[src/rtl/host_mbx_pkg.sv]
package host_mbx_pkg;
  typedef enum logic [1:0] {
    DB_NONE = 2'd0,
    DB_RW   = 2'd1,
    DB_AND  = 2'd2,
    DB_OR   = 2'd3
  } db_op_e;
endpackage

[src/rtl/host_mbx_decode.sv]
module host_mbx_decode
  import host_mbx_pkg::*;
#(
  parameter int unsigned ADDR_W    = 8,
  parameter int unsigned MBOX_N    = 8,
  parameter int unsigned MBOX_BASE = 'h50,
  parameter int unsigned DB_BASE   = 'h60,
  localparam int unsigned IDX_W    = $clog2(MBOX_N)
) (
  input  logic [ADDR_W-1:0] addr,
  output logic              mb_hit,
  output logic [IDX_W-1:0]  mb_idx,
  output logic              db_hit,
  output logic              db_sel,
  output db_op_e            db_op
);
  localparam int unsigned DB_SPAN = 6;

  logic [31:0] a_w, mb_off, db_off;

  always_comb begin
    a_w    = 32'(addr);
    mb_off = a_w - 32'(MBOX_BASE);
    db_off = a_w - 32'(DB_BASE);
    mb_hit = (a_w >= 32'(MBOX_BASE)) && (mb_off < 32'(MBOX_N));
    mb_idx = IDX_W'(mb_off);
    db_hit = (a_w >= 32'(DB_BASE)) && (db_off < 32'(DB_SPAN));
    db_sel = db_off >= 32'd3;
    db_op  = DB_NONE;
    if (db_hit) begin
      case (db_off % 32'd3)
        32'd0:   db_op = DB_RW;
        32'd1:   db_op = DB_AND;
        default: db_op = DB_OR;
      endcase
    end
  end
endmodule

[src/rtl/host_mbx_doorbell.sv]
module host_mbx_doorbell
  import host_mbx_pkg::*;
#(
  parameter int unsigned DATA_W = 64
) (
  input  logic              clk,
  input  logic              rst_n,
  input  db_op_e            a_op,
  input  logic [DATA_W-1:0] a_data,
  input  db_op_e            b_op,
  input  logic [DATA_W-1:0] b_data,
  output logic [DATA_W-1:0] q
);
  logic [DATA_W-1:0] base, or_m, and_m, nxt;

  // plain write (b last, so it wins), then OR masks, then AND masks
  always_comb begin
    base = q;
    if (a_op == DB_RW) base = a_data;
    if (b_op == DB_RW) base = b_data;
    or_m  = (a_op == DB_OR ? a_data : '0) | (b_op == DB_OR ? b_data : '0);
    and_m = (a_op == DB_AND ? a_data : '1) & (b_op == DB_AND ? b_data : '1);
    nxt   = (base | or_m) & and_m;
  end

  always_ff @(posedge clk or negedge rst_n) begin
    if (!rst_n) q <= '0;
    else        q <= nxt;
  end

  assert_or_sets_R10: assert property (@(posedge clk) disable iff (!rst_n)
    (a_op == DB_OR && b_op != DB_AND) |=> ((q & $past(a_data)) == $past(a_data)));
  assert_and_clears_a_R10: assert property (@(posedge clk) disable iff (!rst_n)
    (a_op == DB_AND) |=> ((q & ~$past(a_data)) == '0));
  assert_and_clears_b_R10: assert property (@(posedge clk) disable iff (!rst_n)
    (b_op == DB_AND) |=> ((q & ~$past(b_data)) == '0));
  assert_idle_holds_R5: assert property (@(posedge clk) disable iff (!rst_n)
    (a_op == DB_NONE && b_op == DB_NONE) |=> $stable(q));
endmodule

[src/rtl/host_mbx_storage.sv]
module host_mbx_storage #(
  parameter int unsigned DATA_W = 64,
  parameter int unsigned MBOX_N = 8,
  localparam int unsigned IDX_W = $clog2(MBOX_N)
) (
  input  logic              clk,
  input  logic              rst_n,
  input  logic              h_we,
  input  logic [IDX_W-1:0]  h_idx,
  input  logic [DATA_W-1:0] h_wd,
  input  logic              c_we,
  input  logic [IDX_W-1:0]  c_idx,
  input  logic [DATA_W-1:0] c_wd,
  output logic [DATA_W-1:0] mem_q [MBOX_N]
);
  localparam int unsigned HALF = MBOX_N / 2;

  for (genvar i = 0; i < MBOX_N; i++) begin : g_entry
    logic we;
    logic [DATA_W-1:0] wd;
    if (i < HALF) begin : g_req
      assign we = h_we && (h_idx == IDX_W'(i));
      assign wd = h_wd;
    end else begin : g_rsp
      assign we = c_we && (c_idx == IDX_W'(i));
      assign wd = c_wd;
    end

    always_ff @(posedge clk or negedge rst_n) begin
      if (!rst_n)  mem_q[i] <= '0;
      else if (we) mem_q[i] <= wd;
    end

    assert_owner_only_R4: assert property (@(posedge clk) disable iff (!rst_n)
      !(i < HALF ? (h_we && h_idx == IDX_W'(i)) : (c_we && c_idx == IDX_W'(i)))
      |=> $stable(mem_q[i]));
  end
endmodule

[src/rtl/host_mailbox.sv]
module host_mailbox
  import host_mbx_pkg::*;
#(
  parameter int unsigned ADDR_W    = 8,
  parameter int unsigned DATA_W    = 64,
  parameter int unsigned MBOX_N    = 8,
  parameter int unsigned MBOX_BASE = 'h50,
  parameter int unsigned DB_BASE   = 'h60
) (
  input  logic              clk,
  input  logic              rst_n,
  input  logic              h_req_valid,
  output logic              h_req_ready,
  input  logic              h_req_write,
  input  logic [ADDR_W-1:0] h_req_addr,
  input  logic [DATA_W-1:0] h_req_wdata,
  output logic              h_rsp_valid,
  output logic [DATA_W-1:0] h_rsp_rdata,
  input  logic              c_req_valid,
  output logic              c_req_ready,
  input  logic              c_req_write,
  input  logic [ADDR_W-1:0] c_req_addr,
  input  logic [DATA_W-1:0] c_req_wdata,
  output logic              c_rsp_valid,
  output logic [DATA_W-1:0] c_rsp_rdata,
  output logic              irq_ctl,
  output logic              irq_host
);
  localparam int unsigned IDX_W = $clog2(MBOX_N);
  localparam int unsigned SIDES = 2;   // 0 = host, 1 = controller

  logic              s_valid [SIDES];
  logic              s_write [SIDES];
  logic [ADDR_W-1:0] s_addr  [SIDES];
  logic [DATA_W-1:0] s_wdata [SIDES];
  logic              mb_hit  [SIDES];
  logic [IDX_W-1:0]  mb_idx  [SIDES];
  logic              db_hit  [SIDES];
  logic              db_sel  [SIDES];
  db_op_e            db_op   [SIDES];
  logic [DATA_W-1:0] rd_val  [SIDES];
  logic              rsp_v   [SIDES];
  logic [DATA_W-1:0] rsp_d   [SIDES];
  logic [DATA_W-1:0] mem_q   [MBOX_N];
  logic [DATA_W-1:0] db_q    [2];      // 0 = toward controller, 1 = toward host

  assign s_valid[0] = h_req_valid;  assign s_valid[1] = c_req_valid;
  assign s_write[0] = h_req_write;  assign s_write[1] = c_req_write;
  assign s_addr[0]  = h_req_addr;   assign s_addr[1]  = c_req_addr;
  assign s_wdata[0] = h_req_wdata;  assign s_wdata[1] = c_req_wdata;

  assign h_req_ready = 1'b1;
  assign c_req_ready = 1'b1;

  for (genvar s = 0; s < SIDES; s++) begin : g_side
    host_mbx_decode #(
      .ADDR_W(ADDR_W), .MBOX_N(MBOX_N), .MBOX_BASE(MBOX_BASE), .DB_BASE(DB_BASE)
    ) i_dec (
      .addr(s_addr[s]), .mb_hit(mb_hit[s]), .mb_idx(mb_idx[s]),
      .db_hit(db_hit[s]), .db_sel(db_sel[s]), .db_op(db_op[s])
    );

    always_comb begin
      rd_val[s] = '0;
      if (mb_hit[s])      rd_val[s] = mem_q[mb_idx[s]];
      else if (db_hit[s]) rd_val[s] = db_q[db_sel[s]];
    end

    always_ff @(posedge clk or negedge rst_n) begin
      if (!rst_n) begin
        rsp_v[s] <= 1'b0;
        rsp_d[s] <= '0;
      end else begin
        rsp_v[s] <= s_valid[s] && !s_write[s];
        if (s_valid[s] && !s_write[s]) rsp_d[s] <= rd_val[s];
      end
    end
  end

  assign h_rsp_valid = rsp_v[0];  assign h_rsp_rdata = rsp_d[0];
  assign c_rsp_valid = rsp_v[1];  assign c_rsp_rdata = rsp_d[1];

  host_mbx_storage #(.DATA_W(DATA_W), .MBOX_N(MBOX_N)) i_store (
    .clk(clk), .rst_n(rst_n),
    .h_we(s_valid[0] && s_write[0] && mb_hit[0]), .h_idx(mb_idx[0]), .h_wd(s_wdata[0]),
    .c_we(s_valid[1] && s_write[1] && mb_hit[1]), .c_idx(mb_idx[1]), .c_wd(s_wdata[1]),
    .mem_q(mem_q)
  );

  for (genvar d = 0; d < 2; d++) begin : g_db
    db_op_e op_a, op_b;
    assign op_a = (s_valid[0] && s_write[0] && db_hit[0] && db_sel[0] == d[0]) ? db_op[0] : DB_NONE;
    assign op_b = (s_valid[1] && s_write[1] && db_hit[1] && db_sel[1] == d[0]) ? db_op[1] : DB_NONE;

    host_mbx_doorbell #(.DATA_W(DATA_W)) i_bell (
      .clk(clk), .rst_n(rst_n),
      .a_op(op_a), .a_data(s_wdata[0]),
      .b_op(op_b), .b_data(s_wdata[1]),
      .q(db_q[d])
    );
  end

  assign irq_ctl  = |db_q[0];
  assign irq_host = |db_q[1];

  assert_h_rsp_after_read_R2: assert property (@(posedge clk) disable iff (!rst_n)
    h_rsp_valid |-> $past(h_req_valid && !h_req_write));
  assert_c_rsp_after_read_R2: assert property (@(posedge clk) disable iff (!rst_n)
    c_rsp_valid |-> $past(c_req_valid && !c_req_write));
  assert_irq_ctl_cause_R9: assert property (@(posedge clk) disable iff (!rst_n)
    $rose(irq_ctl) |-> $past((h_req_valid && h_req_write) || (c_req_valid && c_req_write)));
  assert_irq_host_cause_R9: assert property (@(posedge clk) disable iff (!rst_n)
    $rose(irq_host) |-> $past((h_req_valid && h_req_write) || (c_req_valid && c_req_write)));
endmodule

[config.mk]
export PLATFORM = sky130hd
export DESIGN_NAME = host_mailbox
export DESIGN_NICKNAME = d
export VERILOG_FILES = /design/src/rtl/host_mbx_pkg.sv /design/src/rtl/host_mbx_decode.sv /design/src/rtl/host_mbx_doorbell.sv /design/src/rtl/host_mbx_storage.sv /design/src/rtl/host_mailbox.sv
export SDC_FILE = /design/constraint.sdc
export NUM_CORES = 2
export LEC_CHECK = 0
export CAP_MARGIN = 10
export CORE_UTILIZATION = 40
export DETAILED_ROUTE_END_ITERATION = 8
export DONT_BUFFER_PORTS = 1
export PLACE_DENSITY = 0.63
export SLEW_MARGIN = 20
export SYNTH_ARGS = -nofsm -noshare
export SYNTH_HDL_FRONTEND = slang
export SYNTH_SLANG_ARGS = --single-unit
export TNS_END_PERCENT = 1
[constraint.sdc]
create_clock -name clk -period 3.38 [get_ports clk]
set_input_delay 1.014 -clock clk [delete_from_list [all_inputs] [get_ports clk]]
set_output_delay 1.014 -clock clk [all_outputs]
set_load 0.01 [all_outputs]
# --- Yosys cells after proc, flatten, opt, wreduce, memory -nomap -nowiden ---
# Cells that the tools add are included.
totals:
  reg_bits: 770
  out_inout_bits: 134
  elab_cells: 136
op_classes:
  add_sub_neg: 4
  n_div: 2
  magnitude_cmp: 14
  eq_ne: 21
  muxes: 36
  n_bitwise: 14
  reduce_logical: 31
op_table:
  columns: ["operator", "count"]
  rows:
  - ["64-bit two-way mux", 26]
  - ["64-bit binary-select mux with 3-bit select", 2]
  - ["64-bit bitwise AND", 4]
  - ["64-bit bitwise OR", 4]
  - ["64-bit OR reduction", 2]
  - ["32-bit by 1-bit equality test with 1-bit output, second input constant", 2]
  - ["32-bit by 2-bit greater-or-equal comparator with 1-bit output, second input constant", 2]
  - ["32-bit logical NOT", 2]
  - ["32-bit by 3-bit less-than comparator with 1-bit output, second input constant", 2]
  - ["32-bit by 4-bit less-than comparator with 1-bit output, second input constant", 2]
  - ["32-bit by 2-bit modulo with 32-bit output, second input constant", 2]
  - ["8-bit by 7-bit subtractor with 9-bit output, second input constant", 4]
  - ["8-bit by 7-bit greater-or-equal comparator with 1-bit output, second input constant", 4]
  - ["1-bit logical AND", 24]
  - ["2-bit equality test, second input constant", 8]
  - ["3-bit equality test, second input constant", 4]
  - ["2-bit two-way mux", 6]
  - ["2-bit by 1-bit equality test with 1-bit output, second input constant", 4]
  - ["4-bit greater-or-equal comparator, second input constant", 2]
  - ["3-bit NOT with 4-bit output", 2]
  - ["2-bit case mux with 2 select lines", 2]
  - ["3-bit by 2-bit equality test with 1-bit output, second input constant", 2]
  - ["2-bit greater-or-equal comparator, second input constant", 2]
  - ["1-bit NOT with 2-bit output", 2]
  - ["other kinds (4)", 6]

# --- Depth between registers and ports, before layout ---
logic_depth:
  word_depth: 11
  mapped_depth: 30
  ltp_nobuf: 22

# --- Hierarchy ---
# A second synthesis with hierarchy kept.
hier_totals:
  hier_cells: 4726
  hier_area_um2: 49085.8
by_module_without_submodules:
  columns: ["module", "n_inst", "cells_per_inst", "area_per_inst_um2", "seq_area_each_um2"]
  rows:
  - ["host_mbx_storage", 1, 1087, 19102.1, 12812.3]
  - ["host_mailbox", 1, 1667, 15899.0, 3253.1]
  - ["host_mbx_doorbell", 2, 713, 5215.0, 1601.5]
  - ["host_mbx_decode (g_side[0].i_dec)", 1, 283, 1886.8, 0.0]
  - ["host_mbx_decode (g_side[1].i_dec)", 1, 263, 1767.9, 0.0]

# --- Worst setup path before layout ---
# OpenSTA, ideal clock, no wires.
synth_timing:
  path_kind: "input to register"
  startpoint: "input port c_req_addr[5]"
  endpoint: "register g_db[1].i_bell.q[43]"
  setup_time_ns: 0.129
  t_arrival_ns: 6.237
  slack_ns: -2.986
  path_stages: 29
  path_buffers: 8
  cell_sequence: "buf_2 -> nand2_1 -> nand2_1 -> inv_1 -> ha_1 -> buf_2 -> or4b_1 -> a21oi_1 -> o22a_1 -> buf_2 -> nor3_2 -> a21oi_1 -> nand2_1 -> inv_1 -> ha_1 -> clkbuf_1 -> clkbuf_1 -> clkbuf_1 -> nor2_1 -> xnor2_1 -> ha_1 -> a2111oi_0 -> nand2_1 -> a2111oi_4 -> clkbuf_1 -> clkbuf_1 -> nor4_1 -> a31oi_1 -> o22ai_1"
synth_between:
  elab_chain_len: 11
  word_cells_on_any_way: 23
synth_rtl:
  columns: ["element", "line", "source"]
  rows:
  - ["start, declared", "host_mailbox.sv:22", "input logic [ADDR_W-1:0] c_req_addr,"]
  - ["8-bit by 7-bit subtractor with 9-bit output", "host_mbx_decode.sv:24", "db_off = a_w - 32'(DB_BASE);"]
  - ["32-bit by 2-bit modulo with 32-bit output or 32-bit by 3-bit less-than comparator with 1-bit output (tied branches)", "host_mbx_decode.sv:31, host_mbx_decode.sv:27", null]
  - ["32-bit by 1-bit equality test with 1-bit output (tied with other cells)", "host_mbx_decode.sv:31", "case (db_off % 32'd3)"]
  - ["2-bit case mux with 2 select lines or 1-bit logical AND (tied branches)", "host_mbx_decode.sv:31, host_mailbox.sv:93", null]
  - ["2-bit two-way mux or 1-bit logical AND (tied branches)", "host_mbx_decode.sv:30, host_mailbox.sv:93", null]
  - ["2-bit two-way mux (*)", "host_mailbox.sv:93", "assign op_b = (s_valid[1] && s_write[1] && db_hit[1] && db_sel[1] == d[0]) ? db_op[1] : DB_NONE;"]
  - ["2-bit equality test", "host_mbx_doorbell.sv:21", "or_m = (a_op == DB_OR ? a_data : '0) | (b_op == DB_OR ? b_data : '0);"]
  - ["64-bit two-way mux", "host_mbx_doorbell.sv:21", null]
  - ["64-bit bitwise OR", "host_mbx_doorbell.sv:21", null]
  - ["64-bit bitwise OR", "host_mbx_doorbell.sv:23", "nxt = (base | or_m) & and_m;"]
  - ["64-bit bitwise AND (*)", "host_mbx_doorbell.sv:23", null]
  - ["via g_db[1].i_bell.nxt[43]", "host_mbx_doorbell.sv:14", "logic [DATA_W-1:0] base, or_m, and_m, nxt;"]
  - ["end signal, assigned", "host_mbx_doorbell.sv:28", "else q <= nxt;"]
  - ["end, declared", "host_mbx_doorbell.sv:12", "output logic [DATA_W-1:0] q"]
# The timed path passes the listed nets; every way through them passes the cells marked *.
# A chain may end at the register's enable or synchronous reset.

# --- Worst setup path after layout ---
layout_timing:
  startpoint: "input port c_req_addr[7]"
  endpoint: "register g_db[0].i_bell.q[51]"
layout_between:
  elab_chain_len: 11
  word_cells_on_any_way: 24
layout_rtl:
  columns: ["element", "line"]
  rows:
  - ["8-bit by 7-bit subtractor with 9-bit output", "host_mbx_decode.sv:24"]
  - ["32-bit by 2-bit modulo with 32-bit output or 32-bit by 3-bit less-than comparator with 1-bit output (tied branches)", "host_mbx_decode.sv:31, host_mbx_decode.sv:27"]
  - ["32-bit by 1-bit equality test with 1-bit output (tied with other cells)", "host_mbx_decode.sv:31"]
  - ["2-bit case mux with 2 select lines or 1-bit logical AND (tied branches)", "host_mbx_decode.sv:31, host_mailbox.sv:93"]
  - ["2-bit two-way mux or 1-bit logical AND (tied branches)", "host_mbx_decode.sv:30, host_mailbox.sv:93"]
  - ["2-bit two-way mux (*)", "host_mailbox.sv:93"]
  - ["2-bit equality test", "host_mbx_doorbell.sv:21"]
  - ["64-bit two-way mux", "host_mbx_doorbell.sv:21"]
  - ["64-bit bitwise OR", "host_mbx_doorbell.sv:21"]
  - ["64-bit bitwise OR", "host_mbx_doorbell.sv:23"]
  - ["64-bit bitwise AND (*)", "host_mbx_doorbell.sv:23"]
  - ["via g_db[0].i_bell.nxt[51]", "host_mbx_doorbell.sv:14"]
  - ["end signal, assigned", "host_mbx_doorbell.sv:28"]
  - ["end, declared", "host_mbx_doorbell.sv:12"]
# Marks and branches as above.

==> out/qor.txt <==
Average instance area after synthesis -> 11.40 um^2
Count of boundary I/O pins -> 284
CP Class -> in -> reg
Power density over cell area -> 418.0 mW/mm^2
Status -> finished, violations left
Register-to-Register Setup Slack -> 1260 ps
Transition at the pin with the smallest max-transition slack -> 1204 ps
Number of DRC markers after the initial detailed-route iteration -> 3,882
Critical Path Source Type -> input pin
Total count of hold-check failures in the final report -> 0
Min Clock Period, post-route -> 4815 ps
DP HPWL -> 100,600 um
Fraction of the core area covered by cells at the end of the flow -> 0.4743
Global-route usage over all layers -> 0.2762
Largest net degree at the start of global routing -> 771
Most instantiated library cell after synthesis -> sky130_fd_sc_hd__dfrtp_1
Fmax -> 207.7 MHz
Unrepaired setup endpoints after global routing -> true
Count of final max-slew check failures -> 0
Count of unique library cells instantiated by Yosys -> 83
Max transition margin -> 0.1975
TritonCTS clock tree -> yes
Synthesis-stage register bit count -> 770
Post-DRT Antenna Nets -> 0
TritonCTS Buffers -> 87
Library cell occupying the most area in the post-synthesis netlist -> sky130_fd_sc_hd__dfrtp_1
Cell area after synthesis -> 0.04530 mm^2
# Max-Cap Violations -> 0
Critical path data arrival time -> 5360 ps
Proportion of synthesized flip-flops having asynchronous set or reset -> 1.000
Most frequent cells after synthesis -> 770 x sky130_fd_sc_hd__dfrtp_1, 513 x sky130_fd_sc_hd__mux2_2, 366 x sky130_fd_sc_hd__clkbuf_1, 195 x sky130_fd_sc_hd__mux2i_1, 192 x sky130_fd_sc_hd__mux4_2
Top_reg_cell synth -> sky130_fd_sc_hd__dfrtp_1
Ratio of cells with drive above 1 in the final layout -> 0.3594
P&R area growth vs syn -> 17.63%
Height of the chip -> 338.5 um
Total overflow reported by the global router -> 0
Top post-synthesis cells by area -> sky130_fd_sc_hd__dfrtp_1 43%, sky130_fd_sc_hd__mux2_2 13%, sky130_fd_sc_hd__mux4_2 9.5%
Final period util -> 1.425
Maximum fanout along the worst path -> 8
Source-to-sink clock delay at the later pin of the worst-skew pair -> 680 ps
Yosys Warn Count -> 0
Crit path launch -> c_req_addr[7]
# rows -> 123
VDD IR-drop max -> 0.3633 mV
Worst reg2reg endpoint -> h_rsp_rdata[0]
Setup violation total in the final timing report -> 130
Worst min-delay path class -> in -> async
Violated checks -> negative setup slack
Number of flops mapped to enable cells by yosys -> 0
Number of sinks driven by the clock tree -> 770
Sum of routed wire length over all layers -> 163,600 um
Number of H-tree levels -> 3
Number of filler instances in the final layout -> 9,958
Number of global-route vias before repair -> 37,180
CTS Buffer Depth -> 3
RePlAce Congestion -> 0.8645
DRC violation count after routing -> 0
Leakage dissipation -> 0.02220 uW
Initial cell density of the core -> 0.4032
Core Area -> 0.1123 mm^2
Avg WL per Cell -> 29.70 um
Required time of the critical path -> 3920 ps
Wire length of the first global-routing pass -> 242,600 um
Number of iterations in the first detailed-routing pass -> 8
Nets -> 4,103
Setup ws final -> -1435 ps
Die area -> 0.1146 mm^2
Cells after synthesis -> 3,975
Worst clock skew -> 32.99 ps
Root buffer cell -> sky130_fd_sc_hd__clkbuf_16
Die X-Extent -> 338.5 um
Ant. Diodes -> 0
Crit. End Element -> register
Fraction of the yosys area taken by sequential cells -> 0.4254
Initial antenna violation count -> 1
Yosys top cell area share -> 0.4254
Origin of the critical flop-to-flop path -> i_store.mem_q[0]
Vias after detailed routing -> 37,610
Port Buf Inserts -> 0
Worst r2r path cells -> 5
Power Total -> 22,270 uW
Clock-pin slew on the worst setup and hold paths -> 60 ps
Routed vias/inst -> 6.829
[critical path, stage by stage]
cell                        delay (ps)
sky130_fd_sc_hd__inv_1              50
sky130_fd_sc_hd__nand2_1            70
sky130_fd_sc_hd__inv_2              60
sky130_fd_sc_hd__ha_4              180
sky130_fd_sc_hd__or4bb_1           520
sky130_fd_sc_hd__o22ai_2           220
sky130_fd_sc_hd__o22a_1            200
sky130_fd_sc_hd__buf_4             120
sky130_fd_sc_hd__nor3_4             50
sky130_fd_sc_hd__a21oi_2           180
sky130_fd_sc_hd__nand2_2            80
sky130_fd_sc_hd__inv_2              70
sky130_fd_sc_hd__ha_4              200
sky130_fd_sc_hd__nor2_4             40
sky130_fd_sc_hd__xnor2_1           130
sky130_fd_sc_hd__ha_2              350
sky130_fd_sc_hd__buf_4             120
sky130_fd_sc_hd__nand2_1            50
sky130_fd_sc_hd__nor3_1            140
sky130_fd_sc_hd__buf_4             150
sky130_fd_sc_hd__a2111oi_4          40
sky130_fd_sc_hd__buf_4             160
sky130_fd_sc_hd__nor4b_4           330
sky130_fd_sc_hd__buf_6             260
sky130_fd_sc_hd__buf_12            160
sky130_fd_sc_hd__a32oi_1            60
sky130_fd_sc_hd__o32ai_1           320
[metal layers]
| layer | wire, um | share of wire | up-vias | track usage |
|---|---|---|---|---|
| met5 | 0 | 0 | - | 0.001667 |
| met4 | 6692 | 0.041 | 0 | 0.1191 |
| met3 | 14930 | 0.091 | 412 | 0.06281 |
| met2 | 75450 | 0.46 | 1911 | 0.4303 |
| met1 | 66500 | 0.41 | 19570 | 0.3687 |
| li1 | - | - | 15720 | - |
[metrics by stage]
step           setup TNS (ps)  hold slack [ps]  worst slack, ps  instances  instance area, um^2
2_1_floorplan         -317590            492.3            -1904       3978                45940
3_3_place_gp          -374190            501.1            -2216       5328                49280
3_5_place_dp          -380950            511.8            -2286       5328                49280
4_1_cts               -165100            65.02            -1361       5490                52530
5_1_grt               -201760            29.62            -1661       5507                53280
6_report              -173430            42.91            -1435       5507                53280
[report_power, final]
part / switching, uW / total (uW) / internal [uW]
clock: 4140 / 10100 / 5960
sequential: 324 / 9850 / 9530
combinational: 1210 / 2320 / 1110
[area by class of cell]
cell class	count	area [um^2]	share of cell area
tap	1500	1877	0.03522
multi-input combinational	2706	25070	0.4705
timing repair buffer	353	3975	0.07460
clock inverter	44	559.3	0.01050
inverter	23	92.59	0.001738
clock buffer	111	2440	0.04579
sequential	770	19270	0.3617
[how the worst max path moves through the flow]
stage                     cells past startpoint  slack, ps                   end
after CTS                                    26      -1360  g_db[0].i_bell.q[51]
final                                        27      -1430  g_db[0].i_bell.q[51]
after global routing                         27      -1660  g_db[0].i_bell.q[51]
after floorplan                              26      -1900   g_db[0].i_bell.q[5]
after global placement                       24      -2220  g_db[0].i_bell.q[48]
after detailed placement                     24      -2290  g_db[0].i_bell.q[48]
[what timing repair did]
item / 4_1_cts / 5_1_grt
hold buffers: 0 / 0
resized for setup: 34 / 83
endpoints found under the setup margin: 130 / 130
pin swaps: 12 / 33
hold endpoints to repair: 0 / 0
setup buffers: 6 / 7
cloned: 1 / 6
[flip-flops by register name (all words and copies together) (netlist names)]
name           count
c_rsp_rdata       64
h_rsp_rdata       64
c_rsp_valid        1
h_rsp_valid        1
g_db.i_bell.q    128
i_store.mem_q    512
[cells by family (layout without fill, tap and decap cells)]
family          Yosys count  after routing  synth area share
flops                   770            770            0.4254
other cells               1              4        0.00008278
xor+xnor                  9              9          0.001740
simple gates            514            514           0.06201
fa+ha+maj                12             12          0.003314
compound gates         1267           1267            0.1981
buf+inv                 502            531           0.04328
mux                     900            900            0.2661
[cells in the final DEF, fill, tap and decap left out, types with 33 or more instances in the layout]
cell,instances
sky130_fd_sc_hd__mux4_2,192
sky130_fd_sc_hd__buf_12,83
sky130_fd_sc_hd__clkbuf_16,95
sky130_fd_sc_hd__o21ai_0,172
sky130_fd_sc_hd__a221oi_1,64
sky130_fd_sc_hd__mux2_2,513
sky130_fd_sc_hd__nand2b_1,71
sky130_fd_sc_hd__a21oi_1,144
sky130_fd_sc_hd__buf_4,247
sky130_fd_sc_hd__o221ai_1,130
sky130_fd_sc_hd__nand2_1,88
sky130_fd_sc_hd__a32oi_1,52
sky130_fd_sc_hd__a211oi_1,65
sky130_fd_sc_hd__a31oi_1,47
sky130_fd_sc_hd__or2_2,64
sky130_fd_sc_hd__o32ai_1,62
sky130_fd_sc_hd__o22ai_1,129
sky130_fd_sc_hd__mux2i_1,195
sky130_fd_sc_hd__a22oi_2,33
sky130_fd_sc_hd__o21a_1,129
sky130_fd_sc_hd__o41ai_1,61
sky130_fd_sc_hd__dfrtp_1,768
sky130_fd_sc_hd__nor2_1,87
sky130_fd_sc_hd__nor4_1,96
(Power assumes the default switching activity.)
